<file path="src/rtl/sb_pkg.sv">
package sb_pkg;
  localparam int NUM_FU = 4;
  localparam int FU_W   = 2;

  typedef enum logic [FU_W-1:0] {
    FU_INT = 2'd0,
    FU_ADD = 2'd1,
    FU_MUL = 2'd2,
    FU_DIV = 2'd3
  } fu_e;

  typedef enum logic [1:0] {
    PH_IDLE,
    PH_WAIT,
    PH_EXEC,
    PH_WB
  } phase_e;
endpackage

</file>
<file path="src/rtl/sb_regstat.sv">
module sb_regstat #(
  parameter int NUM_REGS = 8,
  parameter int REG_W    = 3,
  parameter int FU_W     = 2
) (
  input  logic             clk_i,
  input  logic             rst_ni,
  input  logic [REG_W-1:0] look_dst_i,
  input  logic [REG_W-1:0] look_s1_i,
  input  logic [REG_W-1:0] look_s2_i,
  output logic             dst_pend_o,
  output logic             s1_pend_o,
  output logic [FU_W-1:0]  s1_fu_o,
  output logic             s2_pend_o,
  output logic [FU_W-1:0]  s2_fu_o,
  input  logic             set_i,
  input  logic [REG_W-1:0] set_reg_i,
  input  logic [FU_W-1:0]  set_fu_i,
  input  logic             clr_i,
  input  logic [REG_W-1:0] clr_reg_i,
  input  logic [FU_W-1:0]  clr_fu_i
);
  logic [NUM_REGS-1:0] pend_q;
  logic [FU_W-1:0]     fu_q [NUM_REGS];

  assign dst_pend_o = pend_q[look_dst_i];
  assign s1_pend_o  = pend_q[look_s1_i];
  assign s1_fu_o    = fu_q[look_s1_i];
  assign s2_pend_o  = pend_q[look_s2_i];
  assign s2_fu_o    = fu_q[look_s2_i];

  always_ff @(posedge clk_i or negedge rst_ni) begin
    if (!rst_ni) begin
      pend_q <= '0;
      for (int r = 0; r < NUM_REGS; r++) fu_q[r] <= '0;
    end else begin
      if (clr_i) pend_q[clr_reg_i] <= 1'b0;
      if (set_i) begin
        pend_q[set_reg_i] <= 1'b1;
        fu_q[set_reg_i]   <= set_fu_i;
      end
    end
  end

  // issue must never replace a pending writer
  a_r3_no_waw_overwrite: assert property (@(posedge clk_i) disable iff (!rst_ni)
    set_i |-> !pend_q[set_reg_i]);

  // write-back clears a mark owned by the writer
  a_r9_clear_owner: assert property (@(posedge clk_i) disable iff (!rst_ni)
    clr_i |-> (pend_q[clr_reg_i] && fu_q[clr_reg_i] == clr_fu_i));
endmodule

</file>
<file path="src/rtl/sb_issue.sv">
module sb_issue #(
  parameter int NUM_FU = 4,
  parameter int FU_W   = 2
) (
  input  logic              valid_i,
  input  logic [FU_W-1:0]   class_i,
  input  logic [NUM_FU-1:0] busy_i,
  input  logic              dst_pend_i,
  input  logic              s1_pend_i,
  input  logic [FU_W-1:0]   s1_fu_i,
  input  logic              s2_pend_i,
  input  logic [FU_W-1:0]   s2_fu_i,
  input  logic              wb_valid_i,
  input  logic [FU_W-1:0]   wb_unit_i,
  output logic              ready_o,
  output logic [NUM_FU-1:0] issue_sel_o,
  output logic              q1_vld_o,
  output logic              q2_vld_o
);
  logic go;

  assign ready_o     = !busy_i[class_i] && !dst_pend_i;
  assign go          = valid_i && ready_o;
  assign issue_sel_o = go ? (NUM_FU'(1) << class_i) : '0;

  // a producer retiring this cycle no longer counts as pending
  assign q1_vld_o = s1_pend_i && !(wb_valid_i && wb_unit_i == s1_fu_i);
  assign q2_vld_o = s2_pend_i && !(wb_valid_i && wb_unit_i == s2_fu_i);
endmodule

</file>
<file path="src/rtl/sb_fu_slot.sv">
module sb_fu_slot
  import sb_pkg::*;
#(
  parameter int LAT   = 1,
  parameter int REG_W = 3,
  parameter int FU_W  = 2
) (
  input  logic             clk_i,
  input  logic             rst_ni,
  input  logic             issue_i,
  input  logic [REG_W-1:0] dst_i,
  input  logic [REG_W-1:0] src1_i,
  input  logic [REG_W-1:0] src2_i,
  input  logic             q1_vld_i,
  input  logic [FU_W-1:0]  q1_i,
  input  logic             q2_vld_i,
  input  logic [FU_W-1:0]  q2_i,
  input  logic             wb_valid_i,
  input  logic [FU_W-1:0]  wb_unit_i,
  input  logic             grant_i,
  output logic             busy_o,
  output logic             start_o,
  output logic             done_o,
  output logic             wb_req_o,
  output logic [REG_W-1:0] dst_o,
  output logic [REG_W-1:0] src1_o,
  output logic [REG_W-1:0] src2_o,
  output logic             rd1_pend_o,
  output logic             rd2_pend_o
);
  localparam int CNT_W = $clog2(LAT + 1);

  phase_e           ph_q;
  logic [REG_W-1:0] dst_q, s1_q, s2_q;
  logic [FU_W-1:0]  q1_q, q2_q;
  logic             r1_q, r2_q;
  logic [CNT_W-1:0] cnt_q;

  assign busy_o     = ph_q != PH_IDLE;
  assign start_o    = ph_q == PH_WAIT && r1_q && r2_q;
  assign done_o     = ph_q == PH_EXEC && cnt_q == '0;
  assign wb_req_o   = ph_q == PH_WB;
  assign dst_o      = dst_q;
  assign src1_o     = s1_q;
  assign src2_o     = s2_q;
  assign rd1_pend_o = ph_q == PH_WAIT && r1_q;
  assign rd2_pend_o = ph_q == PH_WAIT && r2_q;

  always_ff @(posedge clk_i or negedge rst_ni) begin
    if (!rst_ni) begin
      ph_q  <= PH_IDLE;
      dst_q <= '0;
      s1_q  <= '0;
      s2_q  <= '0;
      q1_q  <= '0;
      q2_q  <= '0;
      r1_q  <= 1'b0;
      r2_q  <= 1'b0;
      cnt_q <= '0;
    end else begin
      unique case (ph_q)
        PH_IDLE: if (issue_i) begin
          ph_q  <= PH_WAIT;
          dst_q <= dst_i;
          s1_q  <= src1_i;
          s2_q  <= src2_i;
          q1_q  <= q1_i;
          q2_q  <= q2_i;
          r1_q  <= !q1_vld_i;
          r2_q  <= !q2_vld_i;
        end
        PH_WAIT: begin
          if (start_o) begin
            ph_q  <= PH_EXEC;
            cnt_q <= CNT_W'(LAT - 1);
            r1_q  <= 1'b0;  // operands read: old values no longer needed
            r2_q  <= 1'b0;
          end else begin
            if (wb_valid_i && !r1_q && q1_q == wb_unit_i) r1_q <= 1'b1;
            if (wb_valid_i && !r2_q && q2_q == wb_unit_i) r2_q <= 1'b1;
          end
        end
        PH_EXEC: begin
          if (cnt_q == '0) ph_q <= PH_WB;
          else             cnt_q <= cnt_q - 1'b1;
        end
        PH_WB: if (grant_i) ph_q <= PH_IDLE;
        default: ph_q <= PH_IDLE;
      endcase
    end
  end

  a_r2_issue_into_idle: assert property (@(posedge clk_i) disable iff (!rst_ni)
    issue_i |-> ph_q == PH_IDLE);

  a_r6_exec_holds: assert property (@(posedge clk_i) disable iff (!rst_ni)
    (ph_q == PH_EXEC && cnt_q != '0) |=> ph_q == PH_EXEC);

  a_r8_grant_finished: assert property (@(posedge clk_i) disable iff (!rst_ni)
    grant_i |-> ph_q == PH_WB);
endmodule

</file>
<file path="src/rtl/sb_wb_arb.sv">
module sb_wb_arb #(
  parameter int NUM_FU = 4,
  parameter int REG_W  = 3,
  parameter int FU_W   = 2
) (
  input  logic [NUM_FU-1:0] req_i,
  input  logic [REG_W-1:0]  dst_i  [NUM_FU],
  input  logic [REG_W-1:0]  src1_i [NUM_FU],
  input  logic [REG_W-1:0]  src2_i [NUM_FU],
  input  logic [NUM_FU-1:0] rd1_pend_i,
  input  logic [NUM_FU-1:0] rd2_pend_i,
  output logic [NUM_FU-1:0] grant_o,
  output logic              wb_valid_o,
  output logic [FU_W-1:0]   wb_unit_o,
  output logic [REG_W-1:0]  wb_reg_o
);
  logic [NUM_FU-1:0] war_clear;
  logic [NUM_FU-1:0] elig;

  // WAR: nobody still waiting to read the old destination value
  for (genvar u = 0; u < NUM_FU; u++) begin : g_war
    always_comb begin
      war_clear[u] = 1'b1;
      for (int g = 0; g < NUM_FU; g++) begin
        if ((rd1_pend_i[g] && src1_i[g] == dst_i[u]) ||
            (rd2_pend_i[g] && src2_i[g] == dst_i[u]))
          war_clear[u] = 1'b0;
      end
    end
  end

  assign elig = req_i & war_clear;

  always_comb begin
    grant_o    = '0;
    wb_valid_o = 1'b0;
    wb_unit_o  = '0;
    wb_reg_o   = '0;
    for (int u = NUM_FU - 1; u >= 0; u--) begin
      if (elig[u]) begin
        grant_o    = NUM_FU'(1) << u;
        wb_valid_o = 1'b1;
        wb_unit_o  = FU_W'(u);
        wb_reg_o   = dst_i[u];
      end
    end
  end
endmodule

</file>
<file path="src/rtl/scoreboard_ctrl.sv">
module scoreboard_ctrl
  import sb_pkg::*;
#(
  parameter int NUM_REGS = 8,
  parameter int LAT_INT  = 1,
  parameter int LAT_ADD  = 2,
  parameter int LAT_MUL  = 6,
  parameter int LAT_DIV  = 20,
  localparam int REG_W   = $clog2(NUM_REGS)
) (
  input  logic              clk_i,
  input  logic              rst_ni,
  input  logic              instr_valid_i,
  input  logic [FU_W-1:0]   instr_class_i,
  input  logic [REG_W-1:0]  instr_dst_i,
  input  logic [REG_W-1:0]  instr_src1_i,
  input  logic [REG_W-1:0]  instr_src2_i,
  output logic              instr_ready_o,
  output logic [NUM_FU-1:0] fu_start_o,
  output logic [NUM_FU-1:0] fu_done_o,
  output logic              wb_valid_o,
  output logic [FU_W-1:0]   wb_unit_o,
  output logic [REG_W-1:0]  wb_reg_o
);
  logic [NUM_FU-1:0] busy, wb_req, grant, rd1_pend, rd2_pend, issue_sel;
  logic [REG_W-1:0]  dst_q [NUM_FU];
  logic [REG_W-1:0]  s1_q  [NUM_FU];
  logic [REG_W-1:0]  s2_q  [NUM_FU];
  logic              dst_pend, s1_pend, s2_pend, q1_vld, q2_vld;
  logic [FU_W-1:0]   s1_fu, s2_fu;

  sb_regstat #(.NUM_REGS(NUM_REGS), .REG_W(REG_W), .FU_W(FU_W)) u_regstat (
    .clk_i      (clk_i),
    .rst_ni     (rst_ni),
    .look_dst_i (instr_dst_i),
    .look_s1_i  (instr_src1_i),
    .look_s2_i  (instr_src2_i),
    .dst_pend_o (dst_pend),
    .s1_pend_o  (s1_pend),
    .s1_fu_o    (s1_fu),
    .s2_pend_o  (s2_pend),
    .s2_fu_o    (s2_fu),
    .set_i      (|issue_sel),
    .set_reg_i  (instr_dst_i),
    .set_fu_i   (instr_class_i),
    .clr_i      (wb_valid_o),
    .clr_reg_i  (wb_reg_o),
    .clr_fu_i   (wb_unit_o)
  );

  sb_issue #(.NUM_FU(NUM_FU), .FU_W(FU_W)) u_issue (
    .valid_i     (instr_valid_i),
    .class_i     (instr_class_i),
    .busy_i      (busy),
    .dst_pend_i  (dst_pend),
    .s1_pend_i   (s1_pend),
    .s1_fu_i     (s1_fu),
    .s2_pend_i   (s2_pend),
    .s2_fu_i     (s2_fu),
    .wb_valid_i  (wb_valid_o),
    .wb_unit_i   (wb_unit_o),
    .ready_o     (instr_ready_o),
    .issue_sel_o (issue_sel),
    .q1_vld_o    (q1_vld),
    .q2_vld_o    (q2_vld)
  );

  for (genvar g = 0; g < NUM_FU; g++) begin : g_fu
    localparam int LAT_SEL = (g == int'(FU_INT)) ? LAT_INT :
                             (g == int'(FU_ADD)) ? LAT_ADD :
                             (g == int'(FU_MUL)) ? LAT_MUL : LAT_DIV;
    sb_fu_slot #(.LAT(LAT_SEL), .REG_W(REG_W), .FU_W(FU_W)) u_slot (
      .clk_i      (clk_i),
      .rst_ni     (rst_ni),
      .issue_i    (issue_sel[g]),
      .dst_i      (instr_dst_i),
      .src1_i     (instr_src1_i),
      .src2_i     (instr_src2_i),
      .q1_vld_i   (q1_vld),
      .q1_i       (s1_fu),
      .q2_vld_i   (q2_vld),
      .q2_i       (s2_fu),
      .wb_valid_i (wb_valid_o),
      .wb_unit_i  (wb_unit_o),
      .grant_i    (grant[g]),
      .busy_o     (busy[g]),
      .start_o    (fu_start_o[g]),
      .done_o     (fu_done_o[g]),
      .wb_req_o   (wb_req[g]),
      .dst_o      (dst_q[g]),
      .src1_o     (s1_q[g]),
      .src2_o     (s2_q[g]),
      .rd1_pend_o (rd1_pend[g]),
      .rd2_pend_o (rd2_pend[g])
    );

    a_r7_no_war_write: assert property (@(posedge clk_i) disable iff (!rst_ni)
      wb_valid_o |-> !((rd1_pend[g] && s1_q[g] == wb_reg_o) ||
                       (rd2_pend[g] && s2_q[g] == wb_reg_o)));
  end

  sb_wb_arb #(.NUM_FU(NUM_FU), .REG_W(REG_W), .FU_W(FU_W)) u_arb (
    .req_i      (wb_req),
    .dst_i      (dst_q),
    .src1_i     (s1_q),
    .src2_i     (s2_q),
    .rd1_pend_i (rd1_pend),
    .rd2_pend_i (rd2_pend),
    .grant_o    (grant),
    .wb_valid_o (wb_valid_o),
    .wb_unit_o  (wb_unit_o),
    .wb_reg_o   (wb_reg_o)
  );

  a_r9_unit_freed: assert property (@(posedge clk_i) disable iff (!rst_ni)
    wb_valid_o |=> !busy[$past(wb_unit_o)]);
endmodule

</file>
<file path="config.mk">
export PLATFORM = sky130hd
export DESIGN_NAME = scoreboard_ctrl
export DESIGN_NICKNAME = d
export VERILOG_FILES = /design/src/rtl/sb_pkg.sv /design/src/rtl/sb_regstat.sv /design/src/rtl/sb_issue.sv /design/src/rtl/sb_fu_slot.sv /design/src/rtl/sb_wb_arb.sv /design/src/rtl/scoreboard_ctrl.sv
export SDC_FILE = /design/constraint.sdc
export NUM_CORES = 1
export LEC_CHECK = 0
export ABC_AREA = 1
export CORE_UTILIZATION = 28
export CTS_CLUSTER_SIZE = 12
export DETAILED_ROUTE_END_ITERATION = 12
export MAX_ROUTING_LAYER = met4
export PLACE_DENSITY = 0.45
export SYNTH_ARGS = -nofsm -noshare
export SYNTH_HDL_FRONTEND = slang
export SYNTH_SLANG_ARGS = --single-unit
</file>
<file path="constraint.sdc">
create_clock -name clk_i -period 2.6 [get_ports clk_i]
set_clock_uncertainty 0.05 [all_clocks]
set_input_delay 0.52 -clock clk_i [delete_from_list [all_inputs] [get_ports clk_i]]
set_output_delay 0.52 -clock clk_i [all_outputs]
set_load 0.01 [all_outputs]
</file>
==> impl_metrics.csv, run 1 <==
group,metric,value,unit
run_status,outcome,"complete, but fails checks",
run_status,violations,"negative setup slack",
sta,max_freq,340,MHz
sta,timing.final.max_slew_violations,0,
final_layout,drive_gt1_share,25.3,%
critical_path,end_kind,"output pin",
power_and_ir_drop,p_int,6.77,mW
sta,timing.final.hold_violations,0,
synthesis,ys_types,38,
floorplan,dieWidth,167,um
synthesis,synthAdderAreaFrac,3.43,%
routing,drtPass1Iterations,5,
final_layout,layout_commonest_cell,"nand2_1",
synthesis,syn_area_per_cell,6.28,um2
clock_network,numCtsBuffers,9,
critical_path,arrival,2.37,ns
synthesis,synthArstFlopShare,100,%
critical_path,worst_path_max_delay_cell,"dfrtp_1",
critical_path,max_stage_delay,0.39,ns
worst_hold_path,hold_path.class,"input port to async pin",
routing,avgViaCountPerCell,4.62,
floorplan,rows,60,
global_routing,gr-usage-all-layers,21.8,%
global_routing,grt_max_degree,47,
routing,wl_per_cell,16.6,um
synthesis,synth_compound_area_share,12.3,%
synthesis,muxShareOfSynthArea,0,%
sta,fin_crit_sh,113,%
floorplan,core-area,26900,um2
sta,setup_viol,7,
power_and_ir_drop,power_leakage,5.33,nW
synthesis,syn-cell-area,7660,um2
synthesis,yosysWarnings,0,
sta,rsz0062_at_grt,"true",
place,globalplace.congestion,0.972,
sta,worst_pin_slew,0.502,ns
power_and_ir_drop,p_comb_share,66.3,%
clock_network,insertion_delay,0.37,ns
power_and_ir_drop,power.switching,6.23,mW
final_layout,nNetsFinal,1438,
routing,drt_iter0_markers,446,
final_layout,layout_common_cells,"nand2_1 (456), buf_4 (176), nor2_1 (107)",
place,dpl.hpwl,22.1,mm
power_and_ir_drop,p_per_area,1240,nW/um2
critical_path,crit_start,"g_fu[1].u_slot.ph_q[1]",
power_and_ir_drop,power,13.0,mW
global_routing,grt_overflow,0,
final_layout,fill_cells,2888,
critical_path,crit_family,"simple AND/OR/NAND/NOR gates",
clock_network,cts.sinks,102,
sta,relSlewSlack,66.5,%
routing,dr_total_vias,8075,
synthesis,netlist_instances,1219,
clock_network,tritoncts,"built",
power_and_ir_drop,pwr-share-seq,22.2,%
critical_path,cp_common_cell,"buf_6",
routing,wirelength,29.1,mm
critical_path,rr_startpoint,"g_fu[1].u_slot.dst_o[2]",
floorplan,die_y,167,um
synthesis,ys_ff_latch,102,
critical_path,worstPathCellList,"inv_2 -> ha_4 -> nand2_4 -> a21oi_1 -> nand3_1 -> nand2_1 -> nor2_2 -> nand3_2 -> buf_6 -> nand2_2 -> buf_4 -> buf_6 -> nor2_4 -> nand2_2 -> nand3_4 -> buf_6",
clock_network,cts_hold_buffers,0,
place,dp_cells,1708,
routing,antenna_left,0,
sta,period_needed,2.94,ns
final_layout,diodes,0,
job,max-cap-violations,0,
critical_path,cp_max_fo,4,
global_routing,grt_pass1_vias,7531,
global_routing,grt_pass1_wl,44.4,mm
clock_network,cts_htree_levels,3,
synthesis,synthSimpleGateAreaFrac,38.2,%
synthesis,syn_nets,1254,
critical_path,criticalPathCategory,"register to output pin",
synthesis,synth-xor-area-share,2.06,%
final_layout,synthToLayoutAreaGrowth,36.6,%
clock_network,cts_root_buf,"clkbuf_16",
synthesis,synth-edff-count,0,
critical_path,worstPathRequired,2.03,ns
floorplan,die_area,28000,um2
floorplan,start_util,28.5,%
floorplan,io_pins,29,
global_routing,antenna_found_initial,0,
power_and_ir_drop,peakVddDrop,0.464,mV
critical_path,cp-start-kind,"register",
synthesis,ys_seq_area_share,33.3,%
critical_path,cp_num_buf_inv,5,
power_and_ir_drop,switching_share,47.9,%
synthesis,synth_flop_cell,"dfrtp_1",
final_layout,final_cells,1749,
clock_network,ctsLongestPathBuffers,2,
power_and_ir_drop,clkPwrFrac,11.5,%
sta,fin_tns_setup,-1.51,ns
synthesis,synth_top_family_by_area,"simple AND/OR/NAND/NOR gates",
place,port-buffer-count,28,
clock_network,path_clk_slew,0.08,ns
sta,fin_ws,-0.344,ns
routing,drc,0,
routing by layer:
metal	part of all wire, %	up-vias	track usage (%)
met5	0	-	-
met1	48	3708	28.7
met2	46	159	34.6
met3	3.8	45	2.13
li1	-	4163	-
met4	2.5	0	7.82
power groups by stage:
stage	Clock (mW)	Sequential, mW	Combinational (mW)
after global routing	1.58	2.97	9.54
after detailed placement	0	2.84	7.46
final	1.49	2.88	8.62
after floorplan	0	2.66	4.50
after global placement	0	2.83	7.46
after CTS	1.54	2.85	7.91
cell families (layout without fill, tap and decap cells):
logic type / after synthesis / count (layout)
AO/OA/AOI/OAI: 177 / 177
XOR/XNOR: 18 / 18
buffers and inverters: 187 / 376
flip-flops: 102 / 102
adder cells (fa/ha/maj): 21 / 21
AND/OR/NAND/NOR: 714 / 714
worst reg2reg max path, delay by kind of cell (launching register included):
family,cells,cell delay [ns]
flops,1,0.45
xor+xnor,1,0.16
buf+inv,6,0.81
simple gates,14,1.07
flip-flops by register name, summed over array words and instances (netlist names):
| name | cells |
|---|---|
| g_fu.u_slot.cnt_q | 10 |
| g_fu.u_slot.r1_q | 4 |
| u_regstat.pend_q | 8 |
| g_fu.u_slot.q1_q | 8 |
| g_fu.u_slot.ph_q | 8 |
| g_fu.u_slot.dst_o | 12 |
| g_fu.u_slot.q2_q | 8 |
| u_regstat.fu_q | 16 |
| g_fu.u_slot.src2_o | 12 |
| g_fu.u_slot.src1_o | 12 |
| g_fu.u_slot.r2_q | 4 |
final timing paths:
kind                       depth (start not counted)                 endpoint  slack (ns)
max reg2reg                                       21      g_fu[0].u_slot.r1_q       -0.04
max                                               16              wb_reg_o[0]       -0.34
min                                                1  g_fu[3].u_slot.cnt_q[2]        0.06
max in group asynchronous                          2   g_fu[0].u_slot.q2_q[0]        1.74
min in group clk_i                                 2      u_regstat.pend_q[7]        0.43
min reg2reg                                        2      u_regstat.pend_q[7]        0.43
metrics by stage:
step	cell area (um2)	hold slack, ns	setup WS [ns]	util, %
floorplan	7660	0.174	0.206	-
finish	10500	0.0610	-0.344	38.9
CTS	10000	0.0761	-0.447	37.3
detailed placement	9430	0.412	-0.554	35.1
global placement	9430	0.413	-0.527	35.1
global route	10500	0.0975	-0.437	38.9
synth_stat cells, drive strengths merged (6+ instances only):
cell / count / area share, %
nand2: 502 / 25
inv: 133 / 6.5
nor2: 126 / 6.4
o21ai: 112 / 7.4
dfrtp: 102 / 33
nand3: 51 / 3.7
a21oi: 49 / 3.4
buf: 37 / 3.3
ha: 21 / 3.4
clkbuf: 17 / 0.85
nand3b: 15 / 1.5
xnor2: 12 / 1.4
nor3: 10 / 0.72
xor2: 6 / 0.69
timing repair:
item	in CTS	in global routing
resized for setup	98	102
cloned	1	0
pin swaps	17	54
setup endpoints to repair	19	34
buffers inserted	11	16
area by class of cell:
type	instances	area, um2	area share, %
multi-input combinational	930	4690	44.8
sequential	102	2560	24.4
timing repair buffer	227	1950	18.6
inverter	133	528	5.05
tap	341	427	4.08
clock buffer	9	225	2.15
clock inverter	7	87.6	0.837
Note: power is estimated with default switching activity, not from simulation.
==> run 2: changes to the inputs <==
--- a/config.mk
+++ b/config.mk
@@ -6,6 +6,7 @@
 export NUM_CORES = 1
 export LEC_CHECK = 0
 export ABC_AREA = 1
+export CORE_ASPECT_RATIO = 1.5
 export CORE_UTILIZATION = 28
 export CTS_CLUSTER_SIZE = 12
 export DETAILED_ROUTE_END_ITERATION = 12
==> impl_metrics.csv, run 2 (synthesis results as in run 1) <==
group,metric,value,unit
run_status,outcome,"complete, but fails checks",
run_status,violations,"negative setup slack",
sta,timing.final.hold_violations,0,
routing,wl_per_cell,16.9,um
global_routing,antenna_found_initial,0,
global_routing,grt_pass1_vias,8254,
critical_path,r2r-end,"g_fu[2].u_slot.r1_q",
routing,avgViaCountPerCell,4.66,
global_routing,gr-usage-all-layers,23.1,%
critical_path,criticalPathCategory,"register to output pin",
sta,fin_crit_sh,116,%
power_and_ir_drop,power_leakage,5.45,nW
routing,drtPass1Iterations,5,
floorplan,die_area,28000,um2
clock_network,path_clk_slew,0.08,ns
clock_network,cts_htree_levels,3,
critical_path,rr_worst_depth,23,
power_and_ir_drop,p_per_area,1260,nW/um2
routing,antenna_left,0,
sta,fin_ws,-0.406,ns
worst_hold_path,hold_path.class,"input port to async pin",
routing,wirelength,29.7,mm
global_routing,grt_overflow,0,
sta,period_needed,3.01,ns
floorplan,dieWidth,137,um
critical_path,r2r_setup_slack,0,ns
power_and_ir_drop,clkPwrFrac,11.0,%
power_and_ir_drop,peakVddDrop,0.549,mV
critical_path,arrival,2.44,ns
place,placed_area,9500,um2
routing,drt_iter0_markers,408,
floorplan,core-area,26700,um2
sta,relSlewSlack,69.9,%
final_layout,drive_gt1_share,26.2,%
critical_path,crit_start,"g_fu[2].u_slot.ph_q[0]",
sta,rsz0062_at_grt,"true",
final_layout,synthToLayoutAreaGrowth,38.8,%
floorplan,start_util,28.7,%
floorplan,io_pins,29,
final_layout,layout_common_cells,"nand2_1 (465), buf_4 (184), inv_1 (106)",
power_and_ir_drop,p_comb_share,67.2,%
sta,timing.final.max_slew_violations,0,
clock_network,numCtsBuffers,9,
critical_path,rr_startpoint,"g_fu[2].u_slot.ph_q[0]",
power_and_ir_drop,pwr-share-seq,21.7,%
critical_path,cp-start-kind,"register",
power_and_ir_drop,p_int,7.04,mW
final_layout,nNetsFinal,1454,
clock_network,cts.sinks,102,
final_layout,regMostFlops,"u_regstat.fu_q",
critical_path,cp_max_fo,4,
sta,worst_pin_slew,0.447,ns
power_and_ir_drop,power.switching,6.39,mW
final_layout,layout_commonest_cell,"nand2_1",
final_layout,diodes,0,
final_layout,fill_cells,2902,
sta,setup_viol,7,
clock_network,cts_hold_buffers,0,
critical_path,end_kind,"output pin",
job,max-cap-violations,0,
critical_path,worstPathRequired,2.03,ns
clock_network,ctsLongestPathBuffers,2,
place,preCtsSetupSlack,-0.670,ns
final_layout,largest_reg_flops,16,
place,port-buffer-count,28,
floorplan,rows,73,
global_routing,grt_max_degree,33,
clock_network,cts_root_buf,"clkbuf_16",
global_routing,grt_pass1_wl,46.0,mm
floorplan,die_y,205,um
clock_network,tritoncts,"built",
routing,dr_total_vias,8209,
power_and_ir_drop,switching_share,47.6,%
sta,max_freq,333,MHz
final_layout,final_cell_area,10600,um2
routing,drc,0,
place,globalplace.congestion,0.909,
clock_network,insertion_delay,0.39,ns
place,dpl.hpwl,22.9,mm
-- run 2: cell types whose count changed in the layout (fill, tap and decap cells not counted), sizes merged --
cell	change
buf	+15
inv	-5
clkinv	+3
clkdlybuf4s50	-2
clkinvlp	+2
clkbuf	+1
dlygate4sd2	+1
dlymetal6s2s	+1
-- run 2: power by group through the flow --
| stage | clock, mW | sequential (mW) | combinational, mW |
|---|---|---|---|
| 6_report | 1.48 | 2.92 | 9.03 |
| 5_1_grt | 1.58 | 3.01 | 9.96 |
| 4_1_cts | 1.53 | 2.91 | 8.23 |
| 3_5_place_dp | 0 | 2.89 | 7.65 |
| 3_3_place_gp | 0 | 2.87 | 7.63 |
| 2_1_floorplan | 0 | 2.66 | 4.50 |
-- run 2: per-stage QoR --
stage               std cells  TNS (ns)  total power [mW]  utilization, %  hold slack (ns)
floorplan                1219         0              7.17               -            0.174
global placement         1713    -16.62              10.5            35.6            0.407
detailed placement       1713    -21.47              10.5            35.6            0.409
CTS                      1752     -1.92              12.7            38.4           0.0329
global route             1761     -3.66              14.5            39.8           0.0604
finish                   1761     -2.05              13.4            39.8           0.0262
-- run 2: area by class of cell --
cell class | count | area [um2] | area share, %
timing repair buffer | 243 | 2100 | 19.8
inverter | 133 | 527 | 4.96
multi-input combinational | 930 | 4720 | 44.4
sequential | 102 | 2560 | 24.1
clock inverter | 7 | 80.1 | 0.754
tap | 337 | 422 | 3.97
clock buffer | 9 | 225 | 2.12
-- run 2: layer usage --
metal  GRT usage (%)  up-vias  wire length (um)
met5               -        -                 0
met4            13.9        0              1560
met3            1.81       73               796
met2            40.8      172             15500
met1            24.9     3777             11800
li1                -     4187                 -
-- run 2: worst max path at each step --
stage                  endpoint  slack (ns)
detailed placement  wb_reg_o[2]       -0.67
global placement    wb_reg_o[2]       -0.66
floorplan           wb_reg_o[1]        0.21
CTS                 wb_reg_o[1]       -0.47
global route        wb_reg_o[2]       -0.48
finish              wb_reg_o[2]       -0.41
-- run 2: critical path, stage by stage, from the launching register on --
cell	delay (ns)
dfrtp_1	0.42
ha_4	0.18
buf_6	0.11
nand2_4	0.08
inv_4	0.04
nand2_2	0.06
nor2_2	0.03
nand2_1	0.07
nand2_1	0.06
nor2_2	0.15
nand3_4	0.13
buf_6	0.15
nor2_4	0.12
nand2_2	0.10
a21oi_4	0.19
buf_2	0.16
-- run 2: what timing repair did --
item / in CTS / in global routing
resized for setup: 117 / 91
setup endpoints to repair: 30 / 31
pin swaps: 33 / 47
gates cloned: 0 / 1
buffers inserted: 25 / 12
